**config.mk**
```make
export PLATFORM = sky130hd
export DESIGN_NAME = dram_chan_sched
export DESIGN_NICKNAME = d
export VERILOG_FILES = /design/src/rtl/dram_sched_pkg.sv /design/src/rtl/sched_bank_track.sv /design/src/rtl/sched_data_track.sv /design/src/rtl/sched_event_pipe.sv /design/src/rtl/dram_chan_sched.sv
export SDC_FILE = /design/constraint.sdc
export NUM_CORES = 1
export LEC_CHECK = 0
export BUFFER_PORTS_ARGS = -buffer_cell sky130_fd_sc_hd__buf_2
export CAP_MARGIN = 20
export CORE_ASPECT_RATIO = 1.25
export CORE_MARGIN = 5
export CORE_UTILIZATION = 25
export DETAILED_ROUTE_END_ITERATION = 16
export PLACE_DENSITY = 0.39
export SLEW_MARGIN = 20
export SYNTH_ARGS = -nofsm -noshare
export SYNTH_HDL_FRONTEND = slang
export SYNTH_SLANG_ARGS = --single-unit
```
**constraint.sdc**
```tcl
create_clock -name clk_i -period 2.15 [get_ports clk_i]
set_input_delay 0.43 -clock clk_i [delete_from_list [all_inputs] [get_ports clk_i]]
set_output_delay 0.43 -clock clk_i [all_outputs]
set_load 0.01 [all_outputs]
```
**src/rtl/dram_sched_pkg.sv**
```systemverilog
package dram_sched_pkg;

  typedef enum logic {
    DIR_RD = 1'b0,
    DIR_WR = 1'b1
  } dir_e;

  function automatic int unsigned xfer_len(input logic wr, input int unsigned rd_cyc,
                                           input int unsigned wr_cyc);
    return (wr == DIR_WR) ? wr_cyc : rd_cyc;
  endfunction

endpackage

```
**src/rtl/sched_bank_track.sv**
```systemverilog
module sched_bank_track #(
  parameter int unsigned NUM_BANKS = 4,
  parameter int unsigned BANK_W    = 2,
  parameter int unsigned CNT_W     = 5,
  parameter int unsigned ADDR_CYC  = 1,
  parameter int unsigned BANK_CYC  = 9
) (
  input  logic              clk_i,
  input  logic              rst_ni,
  input  logic              issue_i,
  input  logic [BANK_W-1:0] bank_i,
  output logic              bank_free_o
);

  // cycles until each bank may open a new window
  logic [CNT_W-1:0] rem_q [NUM_BANKS];

  for (genvar b = 0; b < NUM_BANKS; b++) begin : g_bank
    always_ff @(posedge clk_i or negedge rst_ni) begin
      if (!rst_ni) begin
        rem_q[b] <= '0;
      end else if (issue_i && (bank_i == BANK_W'(b))) begin
        rem_q[b] <= CNT_W'(ADDR_CYC + BANK_CYC - 1);
      end else if (rem_q[b] != '0) begin
        rem_q[b] <= rem_q[b] - 1'b1;
      end
    end
  end

  // bank window opens ADDR_CYC cycles after issue
  assign bank_free_o = rem_q[bank_i] <= CNT_W'(ADDR_CYC);

endmodule

```
**src/rtl/sched_data_track.sv**
```systemverilog
module sched_data_track
  import dram_sched_pkg::*;
#(
  parameter int unsigned CNT_W    = 5,
  parameter int unsigned LAT      = 10,
  parameter int unsigned RD_CYC   = 7,
  parameter int unsigned WR_CYC   = 4,
  parameter int unsigned TURN_CYC = 1
) (
  input  logic clk_i,
  input  logic rst_ni,
  input  logic issue_i,
  input  logic wr_i,
  output logic fits_o
);

  logic [CNT_W-1:0] rem_q;
  logic             last_wr_q;
  logic             used_q;
  logic [CNT_W:0]   need;

  always_comb begin
    need = {1'b0, rem_q};
    if (used_q && (last_wr_q != wr_i)) need = need + (CNT_W+1)'(TURN_CYC);
  end

  // transfer would start LAT cycles after issue
  assign fits_o = need <= (CNT_W+1)'(LAT);

  always_ff @(posedge clk_i or negedge rst_ni) begin
    if (!rst_ni) begin
      rem_q     <= '0;
      last_wr_q <= 1'b0;
      used_q    <= 1'b0;
    end else if (issue_i) begin
      rem_q     <= CNT_W'(LAT + xfer_len(wr_i, RD_CYC, WR_CYC) - 1);
      last_wr_q <= wr_i;
      used_q    <= 1'b1;
    end else if (rem_q != '0) begin
      rem_q <= rem_q - 1'b1;
    end
  end

endmodule

```
**src/rtl/sched_event_pipe.sv**
```systemverilog
module sched_event_pipe
  import dram_sched_pkg::*;
#(
  parameter int unsigned NUM_BANKS = 4,
  parameter int unsigned BANK_W    = 2,
  parameter int unsigned ID_W      = 4,
  parameter int unsigned ADDR_CYC  = 1,
  parameter int unsigned BANK_CYC  = 9,
  parameter int unsigned RD_CYC    = 7,
  parameter int unsigned WR_CYC    = 4,
  parameter int unsigned TURN_CYC  = 1
) (
  input  logic              clk_i,
  input  logic              rst_ni,
  input  logic              issue_i,
  input  logic              wr_i,
  input  logic [BANK_W-1:0] bank_i,
  input  logic [ID_W-1:0]   id_i,
  output logic              bank_start_o,
  output logic [ID_W-1:0]   bank_id_o,
  output logic              data_start_o,
  output logic [ID_W-1:0]   data_id_o,
  output logic              data_wr_o,
  output logic              done_o,
  output logic [ID_W-1:0]   done_id_o,
  output logic              done_wr_o
);

  localparam int unsigned LAT    = ADDR_CYC + BANK_CYC;
  localparam int unsigned MAX_D  = (RD_CYC > WR_CYC) ? RD_CYC : WR_CYC;
  localparam int unsigned DEPTH  = LAT + MAX_D - 1;
  localparam int unsigned S_BANK = ADDR_CYC - 1;
  localparam int unsigned S_DATA = LAT - 1;
  localparam int unsigned S_RDON = LAT + RD_CYC - 2;
  localparam int unsigned S_WDON = LAT + WR_CYC - 2;

  // stage k holds the request issued k+1 cycles ago
  logic [DEPTH-1:0] vld_q;
  logic [DEPTH-1:0] wr_q;
  logic [ID_W-1:0]  id_q   [DEPTH];
  logic [BANK_W-1:0] bank_q [DEPTH];

  always_ff @(posedge clk_i or negedge rst_ni) begin
    if (!rst_ni) begin
      vld_q <= '0;
      wr_q  <= '0;
      for (int k = 0; k < DEPTH; k++) begin
        id_q[k]   <= '0;
        bank_q[k] <= '0;
      end
    end else begin
      vld_q[0]  <= issue_i;
      wr_q[0]   <= wr_i;
      id_q[0]   <= id_i;
      bank_q[0] <= bank_i;
      for (int k = 1; k < DEPTH; k++) begin
        vld_q[k]  <= vld_q[k-1];
        wr_q[k]   <= wr_q[k-1];
        id_q[k]   <= id_q[k-1];
        bank_q[k] <= bank_q[k-1];
      end
    end
  end

  assign bank_start_o = vld_q[S_BANK];
  assign bank_id_o    = id_q[S_BANK];
  assign data_start_o = vld_q[S_DATA];
  assign data_id_o    = id_q[S_DATA];
  assign data_wr_o    = wr_q[S_DATA];

  logic rd_done, wr_done;
  assign rd_done   = vld_q[S_RDON] && (wr_q[S_RDON] == DIR_RD);
  assign wr_done   = vld_q[S_WDON] && (wr_q[S_WDON] == DIR_WR);
  assign done_o    = rd_done || wr_done;
  assign done_id_o = wr_done ? id_q[S_WDON] : id_q[S_RDON];
  assign done_wr_o = wr_done;

  // occupancy views for checking
  logic [DEPTH-1:0] in_data;
  logic [DEPTH-1:0] bank_hit [NUM_BANKS];

  for (genvar k = 0; k < DEPTH; k++) begin : g_stage
    localparam logic IN_RD = (k >= S_DATA) && (k <= S_RDON);
    localparam logic IN_WR = (k >= S_DATA) && (k <= S_WDON);
    localparam logic IN_BK = (k >= S_BANK) && (k <= S_BANK + BANK_CYC - 1);
    assign in_data[k] = vld_q[k] && (wr_q[k] ? IN_WR : IN_RD);
    for (genvar b = 0; b < NUM_BANKS; b++) begin : g_bk
      assign bank_hit[b][k] = vld_q[k] && IN_BK && (bank_q[k] == BANK_W'(b));
    end
  end

  logic end_q, end_wr_q;
  always_ff @(posedge clk_i or negedge rst_ni) begin
    if (!rst_ni) begin
      end_q    <= 1'b0;
      end_wr_q <= 1'b0;
    end else begin
      end_q    <= done_o;
      end_wr_q <= done_wr_o;
    end
  end

  p_data_excl_r6: assert property (@(posedge clk_i) disable iff (!rst_ni)
    $countones(in_data) <= 1);

  for (genvar b = 0; b < NUM_BANKS; b++) begin : g_bchk
    p_bank_excl_r5: assert property (@(posedge clk_i) disable iff (!rst_ni)
      $onehot0(bank_hit[b]));
  end

  p_turn_gap_r7: assert property (@(posedge clk_i) disable iff (!rst_ni)
    (data_start_o && end_q && (TURN_CYC != 0)) |-> (data_wr_o == end_wr_q));

endmodule

```
**src/rtl/dram_chan_sched.sv**
```systemverilog
module dram_chan_sched
  import dram_sched_pkg::*;
#(
  parameter int unsigned NUM_BANKS = 4,
  parameter int unsigned ID_W      = 4,
  parameter int unsigned ADDR_CYC  = 1,
  parameter int unsigned BANK_CYC  = 9,
  parameter int unsigned RD_CYC    = 7,
  parameter int unsigned WR_CYC    = 4,
  parameter int unsigned TURN_CYC  = 1,
  localparam int unsigned BANK_W   = (NUM_BANKS > 1) ? $clog2(NUM_BANKS) : 1
) (
  input  logic              clk_i,
  input  logic              rst_ni,
  input  logic              req_valid_i,
  output logic              req_ready_o,
  input  logic              req_wr_i,
  input  logic [BANK_W-1:0] req_bank_i,
  input  logic [ID_W-1:0]   req_id_i,
  output logic              addr_start_o,
  output logic [ID_W-1:0]   addr_id_o,
  output logic              bank_start_o,
  output logic [ID_W-1:0]   bank_id_o,
  output logic              data_start_o,
  output logic [ID_W-1:0]   data_id_o,
  output logic              data_wr_o,
  output logic              done_o,
  output logic [ID_W-1:0]   done_id_o,
  output logic              done_wr_o
);

  localparam int unsigned LAT   = ADDR_CYC + BANK_CYC;
  localparam int unsigned MAX_D = (RD_CYC > WR_CYC) ? RD_CYC : WR_CYC;
  localparam int unsigned CNT_W = $clog2(LAT + MAX_D + TURN_CYC + 1);

  logic issue;
  logic addr_free, bank_free, data_fits;
  logic [CNT_W-1:0] addr_rem_q;

  assign addr_free   = addr_rem_q == '0;
  assign req_ready_o = addr_free && bank_free && data_fits;
  assign issue       = req_valid_i && req_ready_o;

  always_ff @(posedge clk_i or negedge rst_ni) begin
    if (!rst_ni) begin
      addr_rem_q <= '0;
    end else if (issue) begin
      addr_rem_q <= CNT_W'(ADDR_CYC - 1);
    end else if (addr_rem_q != '0) begin
      addr_rem_q <= addr_rem_q - 1'b1;
    end
  end

  sched_bank_track #(
    .NUM_BANKS(NUM_BANKS), .BANK_W(BANK_W), .CNT_W(CNT_W),
    .ADDR_CYC(ADDR_CYC), .BANK_CYC(BANK_CYC)
  ) u_bank_track (
    .clk_i      (clk_i),
    .rst_ni     (rst_ni),
    .issue_i    (issue),
    .bank_i     (req_bank_i),
    .bank_free_o(bank_free)
  );

  sched_data_track #(
    .CNT_W(CNT_W), .LAT(LAT), .RD_CYC(RD_CYC), .WR_CYC(WR_CYC), .TURN_CYC(TURN_CYC)
  ) u_data_track (
    .clk_i  (clk_i),
    .rst_ni (rst_ni),
    .issue_i(issue),
    .wr_i   (req_wr_i),
    .fits_o (data_fits)
  );

  sched_event_pipe #(
    .NUM_BANKS(NUM_BANKS), .BANK_W(BANK_W), .ID_W(ID_W), .ADDR_CYC(ADDR_CYC),
    .BANK_CYC(BANK_CYC), .RD_CYC(RD_CYC), .WR_CYC(WR_CYC), .TURN_CYC(TURN_CYC)
  ) u_event_pipe (
    .clk_i       (clk_i),
    .rst_ni      (rst_ni),
    .issue_i     (issue),
    .wr_i        (req_wr_i),
    .bank_i      (req_bank_i),
    .id_i        (req_id_i),
    .bank_start_o(bank_start_o),
    .bank_id_o   (bank_id_o),
    .data_start_o(data_start_o),
    .data_id_o   (data_id_o),
    .data_wr_o   (data_wr_o),
    .done_o      (done_o),
    .done_id_o   (done_id_o),
    .done_wr_o   (done_wr_o)
  );

  assign addr_start_o = issue;
  assign addr_id_o    = req_id_i;

  p_same_bank_stall_r5: assert property (@(posedge clk_i) disable iff (!rst_ni)
    issue |=> !(issue && (req_bank_i == $past(req_bank_i))));

  p_addr_excl_r1: assert property (@(posedge clk_i) disable iff (!rst_ni)
    (issue && (ADDR_CYC > 1)) |=> !issue);

endmodule

```
**After elaboration in Yosys (flattened, before gate mapping)**

Cells that the tools add are included.
Widths: inputs -> output; s select.

- Register bits after elaboration: 128
- Input port bits: 10
- Output and inout port bits: 23
- Word-level logic and storage cells: 87

- Add/subtract/negate cells: 9
- $lt $le $gt $ge: 3
- Eq/ne operators: 4
- Mux-type cells: 18
- Bitwise operators: 2
- Reductions and logical operators: 25

Operator list:

| cell | number |
|---|---|
| $mux 5 | 14 |
| $sub 5x1->5 const B | 7 |
| $reduce_bool 5->1 | 6 |
| $reduce_bool 2->1 | 6 |
| $bmux 5 s2 | 1 |
| $logic_and 1x1->1 | 10 |
| $add 5x1->6 const B | 1 |
| $le 6x4->1 const B | 1 |
| $mux 6 | 1 |
| $add 4x5->5 const A | 1 |
| $le 5x1->1 const B | 1 |
| $logic_not 5->1 | 1 |
| $eq 2x2->1 const B | 2 |
| $mux 4 | 1 |
| $ge 3x3->1 const B | 1 |
| $not 2->3 | 1 |
| $eq 2x1->1 const B | 1 |
| $logic_not 2->1 | 1 |
| $mux 2 | 1 |
| $logic_or 1x1->1 | 1 |
| $ne 1x1->1 | 1 |
| $not 1->1 | 1 |

**Longest topological paths before layout**

Gate-level depths: netlist of run 1.

- Word-level depth: 10
- Gate-level depth with buffers: 9
- Mapped depth without buffers: 7

**Hierarchy**

From an unflattened synthesis of run 1, not the netlist that was laid out.

- Cell total of the unflattened synthesis: 299
- Area total of the unflattened synthesis: 4,371.7 um2

Modules (own cells, without submodules):

| module | instances | cells each | area an instance (um2) | sequential area each (um2) |
|---|---|---|---|---|
| sched_event_pipe | 1 | 112 | 2,541.2 | 2,402.3 |
| sched_bank_track | 1 | 113 | 1,106.1 | 500.5 |
| sched_data_track | 1 | 47 | 442.9 | 175.2 |
| dram_chan_sched | 1 | 27 | 281.5 | 125.1 |

**Worst setup path after synthesis of run 1**

Ideal clock, no wire load.

- Path type: reg-to-output
- Start: register u_data_track.rem_q[1]
- End: output port req_ready_o
- Data arrival time: 1,722 ps
- Data required time: 1,720 ps
- Setup slack: -2 ps
- Stages on the path, launching flop included: 9
- Buffers on the path: 1
- Path through: dfrtp_1 clkbuf_1 inv_1 ha_1 nor2b_1 o2111ai_1 a21boi_2 nor2_1 and3b_1

- Cells in the longest elaborated chain, start to end: 4

RTL lines:

| element | RTL line | RTL |
|---|---|---|
| start: declaration | sched_data_track.sv:17 | `logic [CNT_W-1:0] rem_q;` |
| start signal: assignment | sched_data_track.sv:36 | `rem_q <= CNT_W'(LAT + xfer_len(wr_i, RD_CYC, WR_CYC) - 1);` |
| start signal: assignment | sched_data_track.sv:40 | `rem_q <= rem_q - 1'b1;` |
| $add 5x1->6 | sched_data_track.sv:24 | `if (used_q && (last_wr_q != wr_i)) need = need + (CNT_W+1)'(TURN_CYC);` |
| $mux 6 * | sched_data_track.sv:24 |  |
| $le 6x4->1 * | sched_data_track.sv:28 | `assign fits_o = need <= (CNT_W+1)'(LAT);` |
| $logic_and 1x1->1 * | dram_chan_sched.sv:41 | `assign req_ready_o = addr_free && bank_free && data_fits;` |
| end: declaration | dram_chan_sched.sv:16 | `output logic req_ready_o,` |

Mark *: on every way between the ends. The rest lies on a longest branch, timed or not.

**Final worst setup path of run 1**

Ends and elaborated chain as after synthesis.

==> flow_metrics.py, run 1 <==
metrics = {
    "timing": {
        "finClkSkew_ns": 0.00940,
        "post-route-worst-setup-slack_ns": -0.291,
        "whs_ns": 0.138,
        "drv_slew": 0,
        "hold_violations": 0,
        "rsz0062_at_grt": "true",
        "period_needed_ns": 2.44,
        "setup_viol_count_final": 2,
        "period_share": 1.14,
        "tns_ns": -0.557,
        "tightest_slew_ns": 0.648,
        "relSlewSlack": 0.562,
        "max_freq_mhz": 410,
    },
    "power_and_ir_drop": {
        "ir_worst_vdd_mv": 0.694,
        "leakage_nw": 2.75,
        "p_per_area_nw_per_um2": 1390,
    },
    "synth": {
        "synth_cell_type_count": 49,
        "synth_top_area_cell": "dfrtp_1",
        "synth_fp_nets": 349,
        "synthTopCellsByArea": "dfrtp_1 69%, ha_1 3.3%, o21a_1 2.3%",
        "ys_ff_latch": 128,
        "yosysSeqAreaShare": 0.694,
        "synth_top_area_frac": 0.694,
        "synth-async-reset-ratio": 1.00,
        "postSynthCellCount": 327,
        "netlist_area_um2": 4620,
        "synth_edf_count": 0,
        "synth_warnings": 0,
        "syn-mean-instance-area_um2": 14.1,
        "ys.flop_type": "dfrtp_1",
    },
    "placement": {
        "gp_congestion": 0.774,
        "place_hpwl_um": 5150,
        "dp_slack_ns": -0.0509,
        "dp_cells": 600,
        "port_buffers": 32,
    },
    "die": {
        "io_pins": 33,
        "rows": 55,
        "core_area_um2": 18200,
        "fp.dieH_um": 162,
        "start_util": 0.254,
        "die_x_um": 132,
        "die-area_um2": 21300,
    },
    "clocking": {
        "clockRootBuffer": "clkbuf_16",
        "clockBufferDepth": 2,
        "cts_buffers": 17,
        "cts_sinks": 128,
        "clkSlewWorstSetupHoldPaths_ns": 0.06,
        "cts_tree": "yes",
        "worstSkewPairLatency_ns": 0.41,
        "htree_levels": 4,
    },
    "global_routing": {
        "antenna_found_initial": 0,
        "grt_pass1_wl_um": 13900,
        "grt_pass1_vias": 2791,
        "grt.overflow.total": 0,
        "grtUsageTotal": 0.0820,
        "grt_start_max_net_pins": 57,
    },
    "route": {
        "drtIter0Drc": 124,
        "viasPerCell": 4.10,
        "ant_nets": 0,
        "totalWireLength_um": 7820,
        "num_vias": 2619,
        "drc_errors": 0,
        "wl_per_cell_um": 12.2,
        "first_pass_iters": 4,
    },
    "cells_and_area": {
        "finish.utilization": 0.329,
        "multiInputGateArea_um2": 1340,
        "fin_nets": 420,
        "stdcell_count": 639,
        "ff_latch_area_um2": 3210,
        "post_route_cells_drive_above_1_share": 0.333,
        "n_antenna_cell": 0,
        "area_growth_pct": 29.5,
        "fill_cells": 1839,
    },
    "hold_path": {
        "min_path_type": "in -> reg",
        "whs_path_depth": 1,
    },
    "critical_path": {
        "arrival_ns": 2.01,
        "worstPathRequired_ns": 1.72,
        "cp_slowest_cell": "dfrtp_1",
        "path_cells": "buf_4 > ha_4 > and4b_1 > a31oi_1 > and3_4 > nor2_4 > and3b_1 > buf_2",
        "path_class": "reg -> out",
        "reg2regPathDepth": 9,
        "worstPathMaxFanout": 5,
        "worst_path_dominant_cell_family": "simple AND/OR/NAND/NOR gates",
        "slowest_delay_ns": 0.37,
        "crit_cells": 8,
        "end_kind": "output port",
        "path_buf_inv": 2,
        "start_kind": "flop",
    },
    "run_status": {
        "status": "finished, violations left",
        "violations": "negative setup slack",
    },
    "run": {
        "cap_violations": 0,
    },
}
[Yosys cell counts (3+ instances only)]
library cell	number
dfrtp_1	128
nor2_1	17
inv_1	16
nand2_1	16
o21a_1	14
buf_4	12
ha_1	12
nor3_1	10
a21o_1	8
o21ai_1	8
xnor2_1	8
o21ai_0	7
mux2_2	6
nor4_1	5
nor4b_1	5
or3_1	5
a21oi_1	4
clkbuf_1	4
nand2b_1	3
xor2_1	3
[per-stage QoR]
step / power [W] / cell area [um^2]
finish: 0.00829 / 5980
CTS: 0.00822 / 5850
floorplan: 0.00451 / 4620
detailed placement: 0.00523 / 5200
global route: 0.00887 / 5980
global placement: 0.00519 / 5200
[cell usage in the layout (no fill, tap or decap), types with 3 or more instances in the layout]
master     instances
nand2b_1           3
inv_1             13
xnor2_1            8
o21a_1            14
or3_1              5
nor3_1            10
dfrtp_1          125
nand2_1           15
buf_2             31
nor4_2             3
ha_1               9
a21o_1             8
a21oi_1            4
ha_4               3
clkbuf_16         17
inv_2              3
nor4b_1            5
clkinv_2           3
nor2_1            15
o21ai_0            6
inv_6              4
mux2_2             6
buf_4             33
dfrtp_2            3
o21ai_1            9
[registers in the layout (all words and copies together), names as in the netlist]
name / count
u_event_pipe.vld_q: 16
addr_rem_q: 5
u_bank_track.rem_q: 20
u_data_track.used_q: 1
u_data_track.rem_q: 5
u_event_pipe.wr_q: 16
u_event_pipe.bank_id_o: 4
u_event_pipe.data_id_o: 4
u_data_track.last_wr_q: 1
u_event_pipe.id_q: 56
[kinds of logic (layout without fill, tap and decap cells)]
logic type      Yosys count  after routing  share of synthesized area
flops                   128            128                      0.694
mux                      12             12                     0.0320
xor+xnor                 11             11                     0.0209
buf+inv                  34            118                     0.0407
simple gates             76             76                     0.0930
fa+ha+maj                12             12                     0.0325
compound gates           54             54                     0.0870
[cell type report]
cell class	instances	area share
multi-input combinational	165	0.225
clock buffer	18	0.0735
tap	228	0.0477
clock inverter	14	0.0257
timing repair buffer	70	0.0820
inverter	16	0.0100
sequential	128	0.536
[path summary, 6_finish.rpt]
kind,endpoint,slack [ns],from
min in group asynchronous,u_event_pipe.wr_q[15]$_DFF_PN0_,0.57,rst_ni
worst max-delay path,req_ready_o,-0.29,u_data_track.rem_q[1]$_DFFE_PN0P_
worst min-delay path,u_event_pipe.bank_id_o[2]$_DFF_PN0_,0.14,req_id_i[2]
worst max register to register,u_data_track.rem_q[0]$_DFFE_PN0P_,0.09,u_data_track.rem_q[1]$_DFFE_PN0P_
worst min register to register,u_event_pipe.wr_q[12]$_DFF_PN0_,0.34,u_event_pipe.wr_q[11]$_DFF_PN0_
max in group asynchronous,u_bank_track.rem_q[16]$_DFFE_PN0P_,0.96,rst_ni
[report_power, final]
part | internal [W] | total (W) | switching (W)
logic | 0.00121 | 0.00229 | 0.00107
registers | 0.00284 | 0.00317 | 0.000331
clock network | 0.00176 | 0.00283 | 0.00107
total | 0.00581 | 0.00829 | 0.00248
[what timing repair did]
action	4_1_cts	5_1_grt
gates cloned	0	0
gates resized for setup	6	25
buffers inserted	2	6
hold endpoints to repair	9	0
setup endpoints to repair	2	23
pin swaps	5	12
hold buffers	1	0
[layer usage]
metal,share of wire,global-route usage
met5,0,0
met3,0.039,0.0288
met4,0.027,0.0463
met2,0.48,0.125
met1,0.45,0.101
No activity file was read; power rests on OpenSTA's default activity.
==> run 2: changes to the inputs <==
--- a/config.mk
+++ b/config.mk
@@ -8,10 +8,11 @@
 export BUFFER_PORTS_ARGS = -buffer_cell sky130_fd_sc_hd__buf_2
 export CAP_MARGIN = 20
 export CORE_ASPECT_RATIO = 1.25
-export CORE_MARGIN = 5
+export CORE_MARGIN = 4
 export CORE_UTILIZATION = 25
 export DETAILED_ROUTE_END_ITERATION = 16
 export PLACE_DENSITY = 0.39
+export REMOVE_ABC_BUFFERS = 1
 export SLEW_MARGIN = 20
 export SYNTH_ARGS = -nofsm -noshare
 export SYNTH_HDL_FRONTEND = slang
==> run 2 against run 1 <==
The run still ends with negative setup slack left. Register-to-register slack about the same. Core utilization grew 0.16 points. Via count about the same. Cell area grew 0.10%. First-iteration DRC count down 44%. Critical endpoint is now addr_start_o. Largest power group unchanged. Highest routed layer unchanged.
==> flow_metrics.py, run 2 (synthesis gave the netlist of run 1 again) <==
metrics = {
    "clocking": {
        "cts_tree": "yes",
        "clockRootBuffer": "clkbuf_16",
        "cts_sinks": 128,
        "htree_levels": 4,
        "cts_buffers": 17,
        "clkSlewWorstSetupHoldPaths_ns": 0.06,
        "worstSkewPairLatency_ns": 0.41,
        "clockBufferDepth": 2,
    },
    "cells_and_area": {
        "finish.utilization": 0.331,
        "fill_cells": 1791,
        "n_antenna_cell": 0,
        "layout_common_cells": "128 x dfrtp_1, 37 x buf_4, 30 x buf_2, 17 x clkbuf_16, 16 x nand2_1",
        "top_register": "u_event_pipe.id_q",
        "post_route_cells_drive_above_1_share": 0.318,
        "stdcell_count": 640,
        "final_common_cell": "dfrtp_1",
        "fin_nets": 423,
        "area_growth_pct": 29.7,
        "largest_register_ffs": 56,
        "largestRegisters": "u_event_pipe.id_q x56, u_bank_track.rem_q x20",
    },
    "route": {
        "ant_nets": 0,
        "wl_per_cell_um": 12.3,
        "totalWireLength_um": 7850,
        "num_vias": 2621,
        "drc_errors": 0,
        "first_pass_iters": 4,
        "drtIter0Drc": 69,
        "viasPerCell": 4.10,
    },
    "power_and_ir_drop": {
        "p_per_area_nw_per_um2": 1400,
        "ir_worst_vdd_mv": 0.655,
        "leakage_nw": 2.77,
        "power.total_w": 0.00837,
    },
    "placement": {
        "port_buffers": 32,
        "dp_slack_ns": 0.00497,
        "place_hpwl_um": 5270,
        "gp_congestion": 0.685,
        "dp_cells": 606,
    },
    "timing": {
        "relSlewSlack": 0.596,
        "drv_slew": 0,
        "setup_viol_count_final": 2,
        "hold_violations": 0,
        "rsz0062_at_grt": "true",
        "tightest_slew_ns": 0.597,
        "max_freq_mhz": 412,
        "period_share": 1.13,
        "finClkSkew_ns": 0.0117,
        "period_needed_ns": 2.43,
        "post-route-worst-setup-slack_ns": -0.277,
    },
    "critical_path": {
        "end_kind": "output port",
        "worstPathMaxFanout": 4,
        "worstPathRequired_ns": 1.72,
        "start_kind": "flop",
        "path_class": "reg -> out",
        "arrival_ns": 2.00,
    },
    "die": {
        "core_area_um2": 18100,
        "fp.dieH_um": 160,
        "io_pins": 33,
        "rows": 55,
        "die-area_um2": 20700,
        "die_x_um": 130,
        "start_util": 0.255,
    },
    "global_routing": {
        "grt_pass1_wl_um": 13700,
        "antenna_found_initial": 0,
        "grt.overflow.total": 0,
        "grtUsageTotal": 0.0846,
        "grt_start_max_net_pins": 45,
        "grt_pass1_vias": 2827,
    },
    "run_status": {
        "status": "finished, violations left",
        "violations": "negative setup slack",
    },
    "hold_path": {
        "min_path_type": "in -> reg",
    },
    "run": {
        "cap_violations": 0,
    },
}
## run 2: cell count changes in the layout (fill, tap and decap cells not counted), moves of 3 or more
| cell | change |
|---|---|
| buf_4 | +4 |
| clkinv_4 | +3 |
| dfrtp_1 | +3 |
| dfrtp_2 | -3 |
| inv_6 | -3 |
## run 2: repair_timing
item	CTS	global route
gates resized for setup	15	3
buffers inserted	3	1
endpoints found under the hold margin	24	0
hold buffers	1	0
pin swaps	9	2
endpoints found under the setup margin	2	4
cloned	0	0
## run 2: final timing paths
kind / slack (ns) / from / endpoint / depth (start not counted)
min in group asynchronous: 0.48 / rst_ni / u_event_pipe.wr_q[13]$_DFF_PN0_ / 2
max in group asynchronous: 1.02 / rst_ni / u_event_pipe.id_q[28]$_DFF_PN0_ / 3
min: 0.14 / req_id_i[0] / u_event_pipe.bank_id_o[0]$_DFF_PN0_ / 1
max: -0.28 / addr_rem_q[0]$_DFFE_PN0P_ / addr_start_o / 8
min reg2reg: 0.34 / u_event_pipe.id_q[16]$_DFF_PN0_ / u_event_pipe.id_q[12]$_DFF_PN0_ / 0
max reg2reg: 0.10 / u_data_track.rem_q[0]$_DFFE_PN0P_ / u_data_track.last_wr_q$_DFFE_PN0P_ / 8
## run 2: critical path, stage by stage, from the launching register on
cell	delay [ns]
dfrtp_1	0.38
inv_1	0.06
ha_2	0.17
nor4b_4	0.23
o221ai_2	0.16
nor3_4	0.25
nand2_1	0.10
nor2_2	0.10
buf_2	0.14
## run 2: final cells by class
class	instances	area, um^2	share of cell area
inverters	16	60.1	0.0100
multi-input cells	165	1300	0.217
clock buffers	17	425	0.0711
well taps	228	285	0.0477
repair buffers	73	520	0.0870
flip-flops and latches	128	3200	0.535
clock inverters	13	190	0.0318
## run 2: routing by layer
metal	track usage	routed length, um	share of wire	vias up
met1	0.104	3570	0.46	1315
met2	0.130	3830	0.49	43
met3	0.0308	328	0.042	6
met5	0	0	0	-
li1	-	-	-	1257
met4	0.0416	116	0.015	0
## run 2: through the flow
stage | area, um^2 | hold WS (ns) | setup TNS [ns]
finish | 5980 | 0.136 | -0.530
global route | 5980 | 0.118 | -0.853
CTS | 5970 | 0.111 | -0.617
detailed placement | 5260 | 0.312 | 0
global placement | 5260 | 0.307 | 0
floorplan | 4490 | 0.134 | -0.0695
## run 2: report_power, final
part	total, W	switching (W)	leakage (nW)	internal, W
clock network	0.00296	0.00103	0.299	0.00193
registers	0.00316	0.000320	1.54	0.00284
logic	0.00225	0.00105	0.930	0.00120
